--- src/rtl/rtc_regport_pkg.sv ---
package rtc_regport_pkg;

    localparam logic [6:0] IDX_A = 7'h0A;
    localparam logic [6:0] IDX_B = 7'h0B;
    localparam logic [6:0] IDX_C = 7'h0C;
    localparam logic [6:0] IDX_D = 7'h0D;

    localparam logic [6:0] A_RST = 7'h26;
    localparam logic [7:0] B_RST = 8'h02;
    localparam logic [7:0] D_VAL = 8'h80;

    // enables cleared by a system reset: periodic, alarm, square wave
    localparam logic [7:0] B_SOFT_CLR = 8'h68;

    typedef struct packed {
        logic pf;
        logic af;
        logic uf;
    } rtc_evt_t;

    function automatic logic dv_held(input logic [2:0] dv);
        return dv[2:1] == 2'b11;
    endfunction

    function automatic logic dv_running(input logic [2:0] dv);
        return dv <= 3'b010;
    endfunction

    function automatic logic is_ctrl_idx(input logic [6:0] idx);
        return idx >= IDX_A && idx <= IDX_D;
    endfunction

endpackage

--- src/rtl/rtc_divchain.sv ---
module rtc_divchain #(
    parameter int TICKS_PER_SEC = 32768,
    parameter int UIP_TICKS     = 8
) (
    input  logic       clk,
    input  logic       rst,
    input  logic       tick_en,
    input  logic [2:0] dv,
    input  logic       halt,
    output logic       uip,
    output logic       sec_pulse
);
    import rtc_regport_pkg::*;

    localparam int CW = $clog2(TICKS_PER_SEC);
    localparam logic [CW-1:0] LAST      = CW'(TICKS_PER_SEC - 1);
    localparam logic [CW-1:0] HALF      = CW'(TICKS_PER_SEC / 2);
    localparam logic [CW-1:0] WIN_START = CW'(TICKS_PER_SEC - UIP_TICKS);

    logic [CW-1:0] cnt;
    logic          was_held;
    logic          held;
    logic          running;

    assign held    = dv_held(dv);
    assign running = dv_running(dv);

    always_ff @(posedge clk) begin
        if (rst) begin
            cnt      <= '0;
            was_held <= 1'b0;
        end else begin
            was_held <= held;
            if (held)
                cnt <= '0;
            else if (was_held)
                cnt <= HALF;
            else if (running && tick_en)
                cnt <= (cnt == LAST) ? '0 : cnt + 1'b1;
        end
    end

    assign uip       = running && !halt && !was_held && cnt >= WIN_START;
    assign sec_pulse = running && !halt && !was_held && tick_en && cnt == LAST;


    half_restart_chk: assert property (@(posedge clk) disable iff (rst)
        $fell(held) |=> cnt == HALF);

    pulse_in_window_chk: assert property (@(posedge clk) disable iff (rst)
        sec_pulse |-> uip);

    halt_quiet_chk: assert property (@(posedge clk) disable iff (rst)
        (halt || held) |-> !uip && !sec_pulse);

endmodule

--- src/rtl/rtc_irqstat.sv ---
module rtc_irqstat (
    input  logic                       clk,
    input  logic                       rst,
    input  logic                       soft_rst,
    input  rtc_regport_pkg::rtc_evt_t  ev,
    input  rtc_regport_pkg::rtc_evt_t  en,
    input  logic                       b_wr,
    input  rtc_regport_pkg::rtc_evt_t  b_en,
    input  logic                       c_rd,
    output logic [7:0]                 c_val,
    output logic                       irq
);
    import rtc_regport_pkg::*;

    rtc_evt_t flags, base, nflags, fresh, en_eff;
    logic     irqf, base_irqf, irqf_n;

    always_comb begin
        base      = c_rd ? rtc_evt_t'(3'b000) : flags;
        base_irqf = c_rd ? 1'b0 : irqf;
        nflags    = base | ev;
        fresh     = ev & ~base;
        en_eff    = b_wr ? b_en : en;
        if (b_wr)
            irqf_n = |(en_eff & nflags);
        else
            irqf_n = base_irqf | (|(fresh & en_eff));
    end

    always_ff @(posedge clk) begin
        if (rst || soft_rst) begin
            flags <= '0;
            irqf  <= 1'b0;
        end else begin
            flags <= nflags;
            irqf  <= irqf_n;
        end
    end

    assign c_val = {irqf, flags, 4'b0000};
    assign irq   = irqf;


    read_clear_chk: assert property (@(posedge clk) disable iff (rst)
        c_rd && ev == '0 && !b_wr |=> c_val == 8'h00 && !irq);

    level_hold_chk: assert property (@(posedge clk) disable iff (rst)
        irq && !c_rd && !b_wr && !soft_rst |=> irq);

    irq_has_src_chk: assert property (@(posedge clk) disable iff (rst)
        irq |-> c_val[6:4] != 3'b000);

    b_write_fire_chk: assert property (@(posedge clk) disable iff (rst)
        b_wr && !soft_rst && (b_en & flags) != '0 |=> irq);

endmodule

--- src/rtl/rtc_nvram.sv ---
module rtc_nvram #(
    parameter int DEPTH = 128,
    parameter int AW    = $clog2(DEPTH)
) (
    input  logic          clk,
    input  logic          we,
    input  logic [AW-1:0] waddr,
    input  logic [7:0]    wdata,
    input  logic [AW-1:0] raddr,
    output logic [7:0]    rdata
);
    logic [7:0] mem [DEPTH];

    always_ff @(posedge clk) begin
        if (we)
            mem[waddr] <= wdata;
    end

    assign rdata = mem[raddr];

endmodule

--- src/rtl/rtc_regport.sv ---
module rtc_regport #(
    parameter int TICKS_PER_SEC = 32768,
    parameter int UIP_TICKS     = 8
) (
    input  logic       clk,
    input  logic       rst,
    input  logic       soft_rst,
    input  logic       bus_addr,
    input  logic       bus_we,
    input  logic       bus_re,
    input  logic [7:0] bus_wdata,
    output logic [7:0] bus_rdata,
    input  logic       tick_en,
    input  logic       ev_periodic,
    input  logic       ev_alarm,
    output logic       sec_pulse,
    output logic       irq
);
    import rtc_regport_pkg::*;

    localparam int IW    = 7;
    localparam int DEPTH = 1 << IW;

    logic [IW-1:0] idx;
    logic [6:0]    reg_a;
    logic [7:0]    reg_b;
    logic [7:0]    c_val, mem_q;
    logic          wr_idx, wr_dat, c_rd, b_wr, uip, upd;
    rtc_evt_t      ev, en, b_en;

    assign wr_idx = bus_we && !bus_addr;
    assign wr_dat = bus_we && bus_addr;
    assign b_wr   = wr_dat && idx == IDX_B;
    assign c_rd   = bus_re && bus_addr && idx == IDX_C;

    always_ff @(posedge clk) begin
        if (rst) begin
            idx   <= '0;
            reg_a <= A_RST;
            reg_b <= B_RST;
        end else begin
            if (wr_idx)
                idx <= bus_wdata[IW-1:0];
            if (wr_dat && idx == IDX_A)
                reg_a <= bus_wdata[6:0];
            if (soft_rst)
                reg_b <= reg_b & ~B_SOFT_CLR;
            else if (b_wr)
                reg_b <= bus_wdata;
        end
    end

    rtc_divchain #(
        .TICKS_PER_SEC (TICKS_PER_SEC),
        .UIP_TICKS     (UIP_TICKS)
    ) u_div (
        .clk       (clk),
        .rst       (rst),
        .tick_en   (tick_en),
        .dv        (reg_a[6:4]),
        .halt      (reg_b[7]),
        .uip       (uip),
        .sec_pulse (upd)
    );

    assign sec_pulse = upd;
    assign ev   = '{pf: ev_periodic, af: ev_alarm, uf: upd};
    assign en   = rtc_evt_t'(reg_b[6:4]);
    assign b_en = rtc_evt_t'(bus_wdata[6:4]);

    rtc_irqstat u_irq (
        .clk      (clk),
        .rst      (rst),
        .soft_rst (soft_rst),
        .ev       (ev),
        .en       (en),
        .b_wr     (b_wr),
        .b_en     (b_en),
        .c_rd     (c_rd),
        .c_val    (c_val),
        .irq      (irq)
    );

    rtc_nvram #(.DEPTH(DEPTH), .AW(IW)) u_mem (
        .clk   (clk),
        .we    (wr_dat && !is_ctrl_idx(idx)),
        .waddr (idx),
        .wdata (bus_wdata),
        .raddr (idx),
        .rdata (mem_q)
    );

    always_comb begin
        if (!bus_addr)
            bus_rdata = 8'hFF;
        else begin
            unique case (idx)
                IDX_A:   bus_rdata = {uip, reg_a};
                IDX_B:   bus_rdata = reg_b;
                IDX_C:   bus_rdata = c_val;
                IDX_D:   bus_rdata = D_VAL;
                default: bus_rdata = mem_q;
            endcase
        end
    end


    index_latch_chk: assert property (@(posedge clk) disable iff (rst)
        wr_idx |=> idx == $past(bus_wdata[IW-1:0]));

    soft_clear_chk: assert property (@(posedge clk) disable iff (rst)
        soft_rst |=> (reg_b & B_SOFT_CLR) == 8'h00 && !irq);

endmodule

--- config.mk ---
export PLATFORM = sky130hd
export DESIGN_NAME = rtc_regport
export DESIGN_NICKNAME = d
export VERILOG_FILES = /design/src/rtl/rtc_regport_pkg.sv /design/src/rtl/rtc_divchain.sv /design/src/rtl/rtc_irqstat.sv /design/src/rtl/rtc_nvram.sv /design/src/rtl/rtc_regport.sv
export SDC_FILE = /design/constraint.sdc
export NUM_CORES = 1
export LEC_CHECK = 0
export BUFFER_PORTS_ARGS = -buffer_cell sky130_fd_sc_hd__buf_4
export CORE_UTILIZATION = 49
export DETAILED_ROUTE_END_ITERATION = 8
export MAX_ROUTING_LAYER = met4
export PLACE_DENSITY_LB_ADDON = 0.1
export SYNTH_ARGS = -nofsm -noshare
export SYNTH_HDL_FRONTEND = slang
export SYNTH_SLANG_ARGS = --single-unit
--- constraint.sdc ---
create_clock -name clk -period 5.7 [get_ports clk]
set_clock_uncertainty 0.1 [all_clocks]
set_input_delay 0.855 -clock clk [delete_from_list [all_inputs] [get_ports clk]]
set_output_delay 0.855 -clock clk [all_outputs]
set_load 0.05 [all_outputs]
==> impl_metrics.env <==
export IMPL_max_vdd_ir_drop_v=0.000268
export IMPL_relSlewSlack_pct=29.5
export IMPL_leakagePower_nw=14.4
export IMPL_cp_end_kind="primary output"
export IMPL_wl_per_cell_microns=29.5
export IMPL_postCtsHoldBufs=0
export IMPL_seqCellArea_sq_mm=0.0317
export IMPL_cts_max_level=3
export IMPL_final_cell_mix="edfxtp_1, mux4_2, nor2_1, mux2i_1, clkbuf_16"
export IMPL_cts_sinks=1073
export IMPL_ys_flop_type="edfxtp_1"
export IMPL_drv_cap=0
export IMPL_crit_required_ns=4.74
export IMPL_power_mw=16.4
export IMPL_ios=27
export IMPL_drive_gt1_share_pct=21.3
export IMPL_worstMarginPinSlew_ns=1.06
export IMPL_port_buffers=26
export IMPL_rsz0062_at_grt="no"
export IMPL_vias=21344
export IMPL_cts_tree="built"
export IMPL_grt_pass1_wl_microns=151000
export IMPL_area_delta_synth_final_pct=12.7
export IMPL_gp_congestion=0.854
export IMPL_die_y_microns=295
export IMPL_start_util_pct=49.4
export IMPL_fmax_mhz=187
export IMPL_path_class="flop to primary output"
export IMPL_powerDensity_mw_per_mm2=346
export IMPL_critPathLaunchType="flop"
export IMPL_drv_slew=0
export IMPL_overflow=0
export IMPL_rows=107
export IMPL_n_fill_cell=6453
export IMPL_worstSkewPairLatency_ns=0.68
export IMPL_crit_fanout=36
export IMPL_timing_final_crit_share_pct=93.7
export IMPL_drt_iter0_drc=2409
export IMPL_wl_microns=104000
export IMPL_ctsResizeCount=0
export IMPL_grt_pass1_vias=21400
export IMPL_synth_seq_cells=1073
export IMPL_dp_hpwl_microns=65000
export IMPL_setup_violations=0
export IMPL_numCtsBuffers=110
export IMPL_ys_seq_area_share_pct=75.5
export IMPL_finalSetupTns_ns=0
export IMPL_syn_inst=2147
export IMPL_fp_dieW_microns=295
export IMPL_mostFrequentLayoutCell="edfxtp_1"
export IMPL_cp_arrival_ns=4.39
export IMPL_syn_avg_cell_area_sq_um=19.6
export IMPL_grt_antenna_before_repair=3
export IMPL_die_area_sq_mm=0.0869
export IMPL_status="finished clean"
export IMPL_ant_nets=0
export IMPL_final_nets=2296
export IMPL_drc=0
export IMPL_synth_top_area_share_pct=73.2
export IMPL_ys_warn_count=0
export IMPL_root_buffer="clkbuf_16"
export IMPL_cts_setup_buffers=0
export IMPL_synthTopCellsByArea="edfxtp_1, mux4_2, mux2i_1, dfxtp_1, nor2_1"
export IMPL_grt_max_degree=85
export IMPL_syn_area_sq_mm=0.0420
export IMPL_path_clk_slew_ns=0.06
export IMPL_hold_viol_final=0
export IMPL_multi_input_area_sq_mm=0.00975
export IMPL_core_area_sq_mm=0.0850
export IMPL_vias_per_cell=6.07
export IMPL_period_needed_ns=5.34
export IMPL_synthArstFlopShare_pct=0
export IMPL_synth_top_area_cell="edfxtp_1"
export IMPL_hold_path_class="primary input to flop"
export IMPL_synth_edff_count=1024
export IMPL_ys_types=62
export IMPL_firstDrtPassIters=6
export IMPL_track_usage_pct=25.2
export IMPL_clockBufferDepth=3
synthesized netlist by cell type, types with 3 or more instances:
library cell / count
a2111oi_0: 3
clkbuf_1: 36
nand2_1: 46
inv_1: 10
nand4_1: 15
mux4_2: 223
a211oi_1: 7
xnor2_1: 7
nand3b_1: 4
dfxtp_1: 49
a22o_1: 3
buf_4: 20
edfxtp_1: 1024
a221oi_1: 22
or2_2: 3
a21oi_1: 30
a221o_1: 3
mux2i_1: 121
o21ai_0: 40
buf_6: 8
buf_2: 43
a22oi_1: 51
o22ai_1: 11
o221ai_1: 5
xor2_1: 9
a41oi_1: 3
nand2b_1: 7
nor2b_1: 21
and2_1: 7
nor4_1: 3
o21ai_1: 3
o211ai_1: 6
a31oi_1: 4
and3_1: 4
a311oi_1: 3
nor3_1: 20
nand3_1: 27
nor2_1: 201
buf_1: 11
a211o_1: 5
path summary, 6_finish.rpt:
| check | cells after the start | slack (ns) | start | end |
|---|---|---|---|---|
| worst max-delay path | 7 | 0.36 | flop | bus_rdata[7] |
| worst min-delay path | 3 | 0.32 | ev_periodic | u_irq.c_val[6] |
| worst max register to register | 3 | 2.24 | idx[5] | u_mem.mem[106][7] |
| worst min register to register | 1 | 0.37 | reg_a[2] | reg_a[2] |
per-layer routing:
| metal | part of all wire (%) | GRT usage, % | up-vias |
|---|---|---|---|
| li1 | - | - | 9043 |
| met1 | 43 | 34.8 | 11387 |
| met2 | 49 | 39.2 | 772 |
| met3 | 6.4 | 3.89 | 142 |
| met4 | 2.2 | 6.81 | 0 |
| met5 | 0 | - | - |
registers in the layout, indices dropped and copies added, names as in the netlist, named ones only:
signal,cells
reg_b,8
u_mem.mem,1024
reg_a,7
u_div.was_held,1
u_irq.c_val,3
idx,7
u_div.cnt,15
u_irq.irq,1
layout make-up:
class / count / share of cell area (%)
antenna: 4 / 0.0211
clock buffer: 140 / 6.12
clock inverter: 66 / 1.21
inverter: 11 / 0.0872
multi-input combinational: 976 / 20.6
sequential: 1073 / 67.0
tap: 1144 / 3.02
timing repair buffer: 105 / 1.90
critical path: stages, from the launching register on:
cell	delay, ns
dfxtp_4	0.79
buf_12	0.35
mux4_2	0.55
mux4_2	0.47
nor2b_1	0.15
nor3_1	0.59
nand4_1	0.42
buf_4	0.32
power breakdown:
part / leakage [nW] / switching [mW] / total [mW] / internal (mW)
combinational: 3.10 / 0.484 / 0.741 / 0.257
sequential: 9.63 / 0.0479 / 8.71 / 8.66
clock: 1.70 / 3.00 / 6.95 / 3.96
total: 14.4 / 3.53 / 16.4 / 12.9
cell families (layout without fill, tap and decap cells):
family / after synthesis / after routing / synth area share [%]
other cells: 1 / 36 / 0.00892
fa+ha+maj: 2 / 2 / 0.0595
mux: 346 / 346 / 14.9
flops: 1073 / 1073 / 75.5
simple gates: 370 / 370 / 4.05
compound gates: 210 / 210 / 3.55
xor+xnor: 16 / 16 / 0.333
buf+inv: 129 / 322 / 1.60
stage by stage:
stage / utilization, % / instance area, sq um / setup slack, ns / hold WS, ns / instances
after floorplan: - / 42100 / 1.93 / 0.335 / 2178
after global placement: 51.6 / 43900 / 1.12 / 0.348 / 3309
after detailed placement: 51.6 / 43900 / 1.09 / 0.356 / 3309
after CTS: 55.7 / 47300 / 0.364 / 0.296 / 3515
after global routing: 55.7 / 47300 / 0.160 / 0.322 / 3518
final: 55.7 / 47300 / 0.357 / 0.319 / 3519
Power figures use the tool's default switching activity.
